==> src/rtl/isp_pkg.sv <==
package isp_pkg;

  // Result of decoding the stored selector for a data access
  typedef enum logic [1:0] {
    ACC_SCRATCH = 2'd0,
    ACC_STATUS  = 2'd1,
    ACC_UNIMPL  = 2'd2
  } acc_kind_t;

endpackage

==> src/rtl/isp_addr_reg.sv <==
module isp_addr_reg #(
  parameter int unsigned DATA_W = 64,
  parameter int unsigned ADDR_W = 10,
  parameter logic [ADDR_W-1:0] ADDR_MASK = 10'h3F8
) (
  input  logic              clk,
  input  logic              rst,
  input  logic              wr_i,
  input  logic [DATA_W-1:0] wdata_i,
  output logic [ADDR_W-1:0] addr_o,
  output logic              reject_o
);

  localparam logic [DATA_W-1:0] MASK_EXT = DATA_W'(ADDR_MASK);

  logic [ADDR_W-1:0] addr_q;

  assign reject_o = (wdata_i & ~MASK_EXT) != '0;
  assign addr_o   = addr_q;

  always_ff @(posedge clk) begin
    if (rst) begin
      addr_q <= '0;
    end else if (wr_i && !reject_o) begin
      addr_q <= wdata_i[ADDR_W-1:0];
    end
  end


  addr_keep_chk: assert property (@(posedge clk) disable iff (rst)
    (wr_i && reject_o) |=> $stable(addr_q));


  addr_legal_chk: assert property (@(posedge clk) disable iff (rst)
    wr_i |=> ((addr_q & ~ADDR_MASK) == '0));

endmodule

==> src/rtl/isp_decode.sv <==
module isp_decode
  import isp_pkg::*;
#(
  parameter int unsigned ADDR_W = 10,
  parameter int unsigned IDX_LSB = 3,
  parameter int unsigned IDX_W = 3,
  parameter logic [ADDR_W-1:0] GROUP_MASK = 10'h3E0,
  parameter logic [ADDR_W-1:0] STATUS_GROUP = 10'h1E0,
  parameter bit FULL_WINDOW = 1'b1
) (
  input  logic [ADDR_W-1:0] addr_i,
  output acc_kind_t         kind_o,
  output logic [IDX_W-1:0]  idx_o
);

  // Top index bit overlaps the group field; the full window ignores it
  localparam logic [ADDR_W-1:0] HALF_BIT = ADDR_W'(1) << (IDX_LSB + IDX_W - 1);

  logic win;
  logic status_hit;

  generate
    if (FULL_WINDOW) begin : g_full
      assign win = (addr_i & GROUP_MASK & ~HALF_BIT) == '0;
    end else begin : g_half
      assign win = (addr_i & GROUP_MASK) == '0;
    end
  endgenerate

  assign status_hit = (addr_i & GROUP_MASK) == STATUS_GROUP;
  assign idx_o      = addr_i[IDX_LSB +: IDX_W];

  always_comb begin
    if (win) begin
      kind_o = ACC_SCRATCH;
    end else if (status_hit) begin
      kind_o = ACC_STATUS;
    end else begin
      kind_o = ACC_UNIMPL;
    end
  end

endmodule

==> src/rtl/isp_scratch_bank.sv <==
module isp_scratch_bank #(
  parameter int unsigned DATA_W = 64,
  parameter int unsigned N_REGS = 8,
  parameter int unsigned IDX_W = 3
) (
  input  logic              clk,
  input  logic              rst,
  input  logic              we_i,
  input  logic [IDX_W-1:0]  idx_i,
  input  logic [DATA_W-1:0] wdata_i,
  output logic [DATA_W-1:0] rdata_o
);

  logic [N_REGS-1:0][DATA_W-1:0] mem_q;

  generate
    for (genvar g = 0; g < N_REGS; g++) begin : g_reg
      always_ff @(posedge clk) begin
        if (rst) begin
          mem_q[g] <= '0;
        end else if (we_i && (idx_i == IDX_W'(g))) begin
          mem_q[g] <= wdata_i;
        end
      end
    end
  endgenerate

  assign rdata_o = mem_q[idx_i];


  bank_quiet_chk: assert property (@(posedge clk) disable iff (rst)
    !we_i |=> $stable(mem_q));


  bank_store_chk: assert property (@(posedge clk) disable iff (rst)
    we_i |=> (mem_q[$past(idx_i)] == $past(wdata_i)));

endmodule

==> src/rtl/isp_port.sv <==
module isp_port
  import isp_pkg::*;
#(
  parameter int unsigned DATA_W = 64,
  parameter int unsigned ADDR_W = 10,
  parameter int unsigned N_SCRATCH = 8,
  parameter int unsigned IDX_LSB = 3,
  parameter logic [ADDR_W-1:0] ADDR_MASK = 10'h3F8,
  parameter logic [ADDR_W-1:0] GROUP_MASK = 10'h3E0,
  parameter logic [ADDR_W-1:0] STATUS_GROUP = 10'h1E0,
  parameter bit FULL_WINDOW = 1'b1
) (
  input  logic              clk,
  input  logic              rst,
  input  logic              sel_data,
  input  logic              rd_en,
  input  logic              wr_en,
  input  logic [DATA_W-1:0] wdata,
  input  logic              wide_mode,
  output logic [DATA_W-1:0] rdata,
  output logic              err
);

  localparam int unsigned IDX_W = $clog2(N_SCRATCH);
  localparam logic [DATA_W-1:0] STATUS_WORD = {1'b1, {(DATA_W-1){1'b0}}};

  logic              addr_wr, addr_rd, data_wr, data_rd;
  logic [ADDR_W-1:0] addr;
  logic              reject;
  acc_kind_t         kind;
  logic [IDX_W-1:0]  idx;
  logic              scr_we;
  logic [DATA_W-1:0] scr_rdata;
  logic [DATA_W-1:0] rd_next;
  logic              err_next;
  logic [DATA_W-1:0] rdata_q;
  logic              err_q;

  assign addr_wr = wr_en && !sel_data;
  assign addr_rd = rd_en && !sel_data;
  assign data_wr = wr_en && sel_data;
  assign data_rd = rd_en && sel_data;

  isp_addr_reg #(
    .DATA_W   (DATA_W),
    .ADDR_W   (ADDR_W),
    .ADDR_MASK(ADDR_MASK)
  ) i_addr (
    .clk     (clk),
    .rst     (rst),
    .wr_i    (addr_wr),
    .wdata_i (wdata),
    .addr_o  (addr),
    .reject_o(reject)
  );

  isp_decode #(
    .ADDR_W      (ADDR_W),
    .IDX_LSB     (IDX_LSB),
    .IDX_W       (IDX_W),
    .GROUP_MASK  (GROUP_MASK),
    .STATUS_GROUP(STATUS_GROUP),
    .FULL_WINDOW (FULL_WINDOW)
  ) i_dec (
    .addr_i(addr),
    .kind_o(kind),
    .idx_o (idx)
  );

  assign scr_we = data_wr && (kind == ACC_SCRATCH);

  isp_scratch_bank #(
    .DATA_W(DATA_W),
    .N_REGS(N_SCRATCH),
    .IDX_W (IDX_W)
  ) i_bank (
    .clk    (clk),
    .rst    (rst),
    .we_i   (scr_we),
    .idx_i  (idx),
    .wdata_i(wdata),
    .rdata_o(scr_rdata)
  );

  always_comb begin
    rd_next = '0;
    if (addr_rd) begin
      rd_next = DATA_W'(addr);
    end else begin
      case (kind)
        ACC_SCRATCH: rd_next = scr_rdata;
        ACC_STATUS:  rd_next = wide_mode ? STATUS_WORD : '0;
        default:     rd_next = '0;
      endcase
    end
  end

  assign err_next = (addr_wr && reject)
                 || (data_wr && (kind != ACC_SCRATCH))
                 || (data_rd && (kind == ACC_UNIMPL));

  always_ff @(posedge clk) begin
    if (rst) begin
      rdata_q <= '0;
      err_q   <= 1'b0;
    end else begin
      if (rd_en) begin
        rdata_q <= rd_next;
      end
      err_q <= err_next;
    end
  end

  assign rdata = rdata_q;
  assign err   = err_q;


  err_origin_chk: assert property (@(posedge clk) disable iff (rst)
    err |-> $past(rd_en || wr_en));


  rdata_hold_chk: assert property (@(posedge clk) disable iff (rst)
    !rd_en |=> $stable(rdata));


  status_bits_chk: assert property (@(posedge clk) disable iff (rst)
    (data_rd && (kind == ACC_STATUS)) |=> (rdata[DATA_W-2:0] == '0));


  unimpl_read_chk: assert property (@(posedge clk) disable iff (rst)
    (data_rd && (kind == ACC_UNIMPL)) |=> (err && (rdata == '0)));

endmodule

==> config.mk <==
export PLATFORM = sky130hd
export DESIGN_NAME = isp_port
export DESIGN_NICKNAME = d
export VERILOG_FILES = /design/src/rtl/isp_pkg.sv /design/src/rtl/isp_addr_reg.sv /design/src/rtl/isp_decode.sv /design/src/rtl/isp_scratch_bank.sv /design/src/rtl/isp_port.sv
export SDC_FILE = /design/constraint.sdc
export NUM_CORES = 1
export LEC_CHECK = 0
export BUFFER_PORTS_ARGS = -buffer_cell sky130_fd_sc_hd__clkbuf_2
export CAP_MARGIN = 20
export CORE_UTILIZATION = 55
export CTS_BUF_LIST = sky130_fd_sc_hd__clkbuf_4
export CTS_CLUSTER_DIAMETER = 60
export DETAILED_ROUTE_END_ITERATION = 10
export GPL_TIMING_DRIVEN = 1
export HOLD_SLACK_MARGIN = 0.03
export PLACE_DENSITY = 0.73
export SLEW_MARGIN = 20
export SYNTH_ARGS = -nofsm -noshare
export SYNTH_HDL_FRONTEND = slang
export SYNTH_SLANG_ARGS = --single-unit
==> constraint.sdc <==
create_clock -name clk -period 4.9 [get_ports clk]
set_input_delay 1.47 -clock clk [delete_from_list [all_inputs] [get_ports clk]]
set_output_delay 1.47 -clock clk [all_outputs]
set_load 0.03 [all_outputs]
-- Word level (Yosys, flattened, before mapping)
Index checks and enable logic that the tools add are counted.
- muxes and demuxes: 7
- reductions and logical operators: 26
- multipliers: 0
- shift operators: 0
- bitwise gates (word level): 0
- eq/ne operators: 10
- $lt $le $gt $ge: 1
- div/mod/pow operators: 0
- add/subtract/negate cells: 0
- operators with widths (cell ; number):
    binary-select mux 64 bit (select 3 bit) ; 1
    two-way mux 64 bit ; 3
    case mux 64 bit (2 select lines) ; 1
    nonzero test 64 bit ; 1
    logical AND 1 bit ; 17
    == test 3 bit (second input constant) ; 4
    zero test 10 bit ; 1
    == test 3 x 2 -> 1 bit (second input constant) ; 2
    == test 5 x 4 -> 1 bit (second input constant) ; 1
    < comparator 3 x 4 -> 1 bit (second input constant) ; 1
    two-way mux 2 bit ; 2
    == test 3 x 1 -> 1 bit (second input constant) ; 1
    zero test 3 bit ; 1
    == test 2 x 1 -> 1 bit (second input constant) ; 1
    == test 2 bit (second input constant) ; 1
    zero test 1 bit ; 2
    zero test 2 bit ; 1
    logical OR 1 bit ; 2
    nonzero test 2 bit ; 1
- output and inout bits: 65
- latch bits: 0
- memory bits (writable): 0
- register bits after elaboration: 587
- input port bits: 70
- memories kept: 0
- logic and storage cells: 55
- bits in read-only memories: 0

-- Depth between registers and ports, before layout
- word-level depth: 7
- gate-level depth with buffers: 8
- gate-level depth less buffers: 4

-- Modules after synthesis
A second synthesis with hierarchy kept.
- cell total of the unflattened synthesis: 2761
- area, all modules: 24571.1 µm²
- modules (own cells, without submodules) (module ; times used ; area each (µm²) ; cells each ; sequential area each (µm²)):
    isp_scratch_bank ; 1 ; 21782.1 ; 2529 ; 10249.8
    isp_port ; 1 ; 2207.1 ; 167 ; 1301.2
    isp_addr_reg ; 1 ; 535.5 ; 58 ; 200.2
    isp_decode ; 1 ; 46.3 ; 7 ; 0.0

-- Worst setup path after synthesis
No wires, ideal clock.
- kind: in2reg
- start point: input port wdata[0]
- end point: register i_addr.addr_q[0] (netlist: i_addr.addr_o[0])
- buffers on the path: 2
- data required time: 4784 ps
- setup slack: 1767 ps
- setup time: 116 ps
- arrival time: 3018 ps
- cell stages on the path: 6
- cells stage by stage: clkbuf_1 > nor4_1 > nand4_1 > or4_1 > clkbuf_1 > and3_1
- word-level cells in the longest chain between the ends: 3
- ends and longest elaborated chain (element ; line ; source):
    start, declared ; isp_port.sv:18 ; input logic [DATA_W-1:0] wdata,
    nonzero test 64 bit ; isp_addr_reg.sv:18 ; assign reject_o = (wdata_i & ~MASK_EXT) != '0;
    zero test 1 bit ; isp_addr_reg.sv:24 ; end else if (wr_i && !reject_o) begin
    logical AND 1 bit ; isp_addr_reg.sv:24 ;
    end signal, assigned ; isp_addr_reg.sv:25 ; addr_q <= wdata_i[ADDR_W-1:0];
    end, declared ; isp_addr_reg.sv:16 ; logic [ADDR_W-1:0] addr_q;
Several ways; a longest one is shown, not always the timed one.
A chain may end at the register's enable or synchronous reset.

-- Final worst setup path
- start point: register i_addr.addr_q[5] (netlist: i_addr.addr_o[5])
- end point: register i_bank.mem_q[271] (netlist name)
- word-level cells in the longest chain between the ends: 6
- elaborated cells on any way between the ends: 7
- classes of those cells: eq/ne: 2; mux: 2; reduce/logical: 3
- ends and longest elaborated chain (element ; line ; source):
    == test 5 x 4 -> 1 bit ; isp_decode.sv:30 ; assign status_hit = (addr_i & GROUP_MASK) == STATUS_GROUP;
    two-way mux 2 bit ; isp_decode.sv:36 ; end else if (status_hit) begin
    two-way mux 2 bit ; isp_decode.sv:34 ; if (win) begin
    zero test 2 bit ; isp_port.sv:70 ; assign scr_we = data_wr && (kind == ACC_SCRATCH);
    logical AND 1 bit ; isp_port.sv:70 ;
    logical AND 1 bit (*) ; isp_scratch_bank.sv:21 ; end else if (we_i && (idx_i == IDX_W'(g))) begin
    end signal, assigned by index ; isp_scratch_bank.sv:22 ; mem_q[g] <= wdata_i;
    end, declared ; isp_scratch_bank.sv:14 ; logic [N_REGS-1:0][DATA_W-1:0] mem_q;
Every way passes the cells marked *; elsewhere a longest branch is shown, timed or not.

==> flow_metrics.py <==
metrics = {
    "detailed_routing": {
        "vias": 20948,
        "wire_per_inst_um": 19.68,
        "dr.max_layer_used": "met5",
        "viasPerCell": 5.829,
        "routed-wl-met3_mm": 6.353,
        "wl_mm": 70.74,
        "drc": 0,
        "drtIter0Drc": 2026,
        "wl_met1_mm": 27.83,
        "wl_met2_mm": 34.34,
        "ant_nets": 0,
        "firstDrtPassIters": 5,
    },
    "timing": {
        "fin_crit_ns": 3.264,
        "worst_slew_pin_slew_ns": 1.111,
        "post-route-period-util_pct": 66.61,
        "hold_violations": 0,
        "fin_setup_tns_ns": 0,
        "fmax_mhz": 306.4,
        "grt_setup_unrepaired": "false",
        "slew_headroom_pct": 25.95,
        "finalSetupViolCount": 0,
        "slew_viol_final": 0,
        "finalClockSkew_ns": 0.05499,
    },
    "critical_path": {
        "crit_type": "register to register",
        "worstPathRequired_ns": 5.69,
        "cp.arrival_ns": 4.05,
        "crit-reg2reg-launch": "i_addr.addr_o[5]",
        "crit_path_start_kind": "register",
        "end_kind": "register",
        "critPathLaunch": "i_addr.addr_o[5]",
        "rr_worst_depth": 6,
        "worstPathMaxFanout": 49,
    },
    "layout": {
        "finish.utilization_pct": 60.54,
        "drive_gt1_share_pct": 25.93,
        "final_cell_mix": "nand2_1, dfxtp_1, a21oi_1, a21oi_2, clkbuf_4",
        "nFillCells": 3933,
        "multiInputGateArea_mm2": 0.01211,
        "nets": 2954,
        "seqCellArea_mm2": 0.01176,
        "syn_to_final_growth_pct": 8.077,
        "final_common_cell": "nand2_1",
    },
    "synthesis": {
        "ys_top_cells_by_area": "dfxtp_1, nand2_1, mux4_2",
        "netlist_instances": 2836,
        "ys_seq_elements": 587,
        "ys_seq_area_share_pct": 46.03,
        "ys_types": 40,
        "yosysTopAreaCellShare_pct": 46.03,
        "ys_warn_count": 0,
        "synth_nets": 2906,
        "yosysTopAreaCell": "dfxtp_1",
        "syn_area_per_cell_um2": 9.001,
        "synth.cell_area_mm2": 0.02553,
    },
    "pwr": {
        "cellPowerDensity_mw_per_mm2": 337.1,
        "p_sw_share_pct": 24.90,
        "switchingPower_w": 0.002316,
        "leakage_nw": 9.315,
        "p_comb_share_pct": 4.2,
        "clockPowerShare_pct": 44.0,
        "intPower_w": 0.006985,
        "pwr-share-seq_pct": 51.8,
        "vdd_drop_max_mv": 0.2217,
    },
    "floorplanning": {
        "coreArea_mm2": 0.04558,
        "row_count": 78,
        "start_util_pct": 56.01,
        "die_area_mm2": 0.04728,
        "dieHeight_um": 217.4,
        "die_x_um": 217.4,
        "num_io_pins": 135,
    },
    "placed_design": {
        "hpwl_mm": 40.78,
        "numPortBuffers": 134,
        "place_congestion": 0.8138,
    },
    "clocking": {
        "ctsHoldBuffers": 0,
        "clock-sinks": 587,
        "clk_pin_slew_worst_paths_ns": 0.07,
        "cts_tree": "done",
        "cts_resized": 0,
        "cts_max_path_buffers": 3,
        "cts-htree-levels": 4,
        "clkLatencyLatePin_ns": 0.88,
        "postCtsSetupRepairBufs": 0,
        "cts-root-buf": "clkbuf_4",
        "numCtsBuffers": 152,
    },
    "global_route": {
        "grt_pass1_vias": 21093,
        "grt_max_degree": 162,
        "grt_pass1_wl_mm": 112.2,
        "grt-ovfl-total": 0,
        "grt_util_all_layers_pct": 30.18,
        "antenna_found_initial": 8,
    },
    "hold_path": {
        "whs_path_depth": 2,
        "hold_path_startpoint": "rdata[60]",
        "hold_path.class": "register to register",
    },
    "run": {
        "drv_cap": 0,
    },
    "run_status": {
        "status": "finished, final reports clean",
    },
}
-- power by group through the flow --
stage               clock network, W  registers (W)  logic, W
finish                       0.00410        0.00482  0.000388
global route                 0.00442        0.00482  0.000413
CTS                          0.00416        0.00482  0.000382
detailed placement                 0        0.00492  0.000381
global placement                   0        0.00492  0.000373
floorplan                          0        0.00494  0.000271
-- cells by family (layout without fill, tap and decap cells) --
family,Yosys count,after routing,share of synthesized area (%)
AND/OR/NAND/NOR,1175,1175,18.41
AO/OA/AOI/OAI,591,591,14.97
flip-flops,587,587,46.03
buffers and inverters,286,439,6.582
multiplexers,197,197,14.00
other,0,5,0
-- cells in the mapped netlist --
master / n
a2111oi_0: 1
a21oi_1: 301
a21oi_2: 217
a22o_1: 1
a2bb2oi_1: 6
and2_1: 1
and3_1: 3
and4_1: 1
buf_1: 13
buf_12: 1
buf_2: 40
buf_4: 34
buf_6: 55
clkbuf_1: 139
clkinv_1: 1
dfxtp_1: 587
inv_1: 2
inv_2: 1
mux2i_1: 69
mux4_2: 128
nand2_1: 1104
nand2b_1: 3
nand3_1: 2
nand4_1: 7
nand4b_1: 1
nor2_1: 9
nor3_1: 2
nor4_1: 23
nor4_4: 8
o2111ai_1: 1
o21a_1: 1
o21ai_0: 2
o21ai_1: 51
o22ai_1: 9
o31ai_1: 1
or2_2: 1
or2b_1: 1
or3_1: 1
or4_1: 7
or4_4: 1
-- routing by layer --
layer | vias up | track usage, %
met5 | - | 0
met4 | 8 | 13.94
met3 | 181 | 6.179
met2 | 983 | 50.22
met1 | 10076 | 37.56
li1 | 9700 | -
-- registers in the layout, indices dropped and copies added (netlist names) --
register and cells:
i_bank.mem_q 512, rdata 64, i_addr.addr_o 10, err 1
-- worst paths after layout --
check / end / slack (ns)
worst max-delay path: i_bank.mem_q[271] / 1.64
worst min-delay path: rdata[60] / 0.45
worst max register to register: i_bank.mem_q[271] / 1.64
worst min register to register: rdata[60] / 0.45
-- worst max-delay path, cell delays in order (launching register included) --
cell and delay, ns:
dfxtp_1 0.79, inv_4 0.43, buf_4 0.54, nor4_4 0.40
buf_4 0.65, nand2_1 0.17, a21oi_2 0.16
-- per-stage QoR --
stage	instances	setup slack, ns	hold slack, ns	area (µm²)	power (W)
after detailed placement	3330	1.106	0.4425	25720	0.005305
after floorplan	2836	1.767	0.4331	25530	0.005207
after global placement	3330	1.107	0.4362	25720	0.005296
final	3594	1.636	0.4485	27590	0.009302
after global routing	3591	1.432	0.4669	27580	0.009650
after CTS	3589	1.611	0.4519	27580	0.009359
-- final cells by class --
class | count | share of cell area (%)
Antenna cell | 5 | 0.04535
Clock buffer | 216 | 5.877
Clock inverter | 43 | 0.8435
Inverter | 4 | 0.06349
Multi-Input combinational cell | 1963 | 43.90
Sequential cell | 587 | 42.62
Tap cell | 600 | 2.721
Timing Repair Buffer | 176 | 3.927
Note: power is estimated with default switching activity, not from simulation.
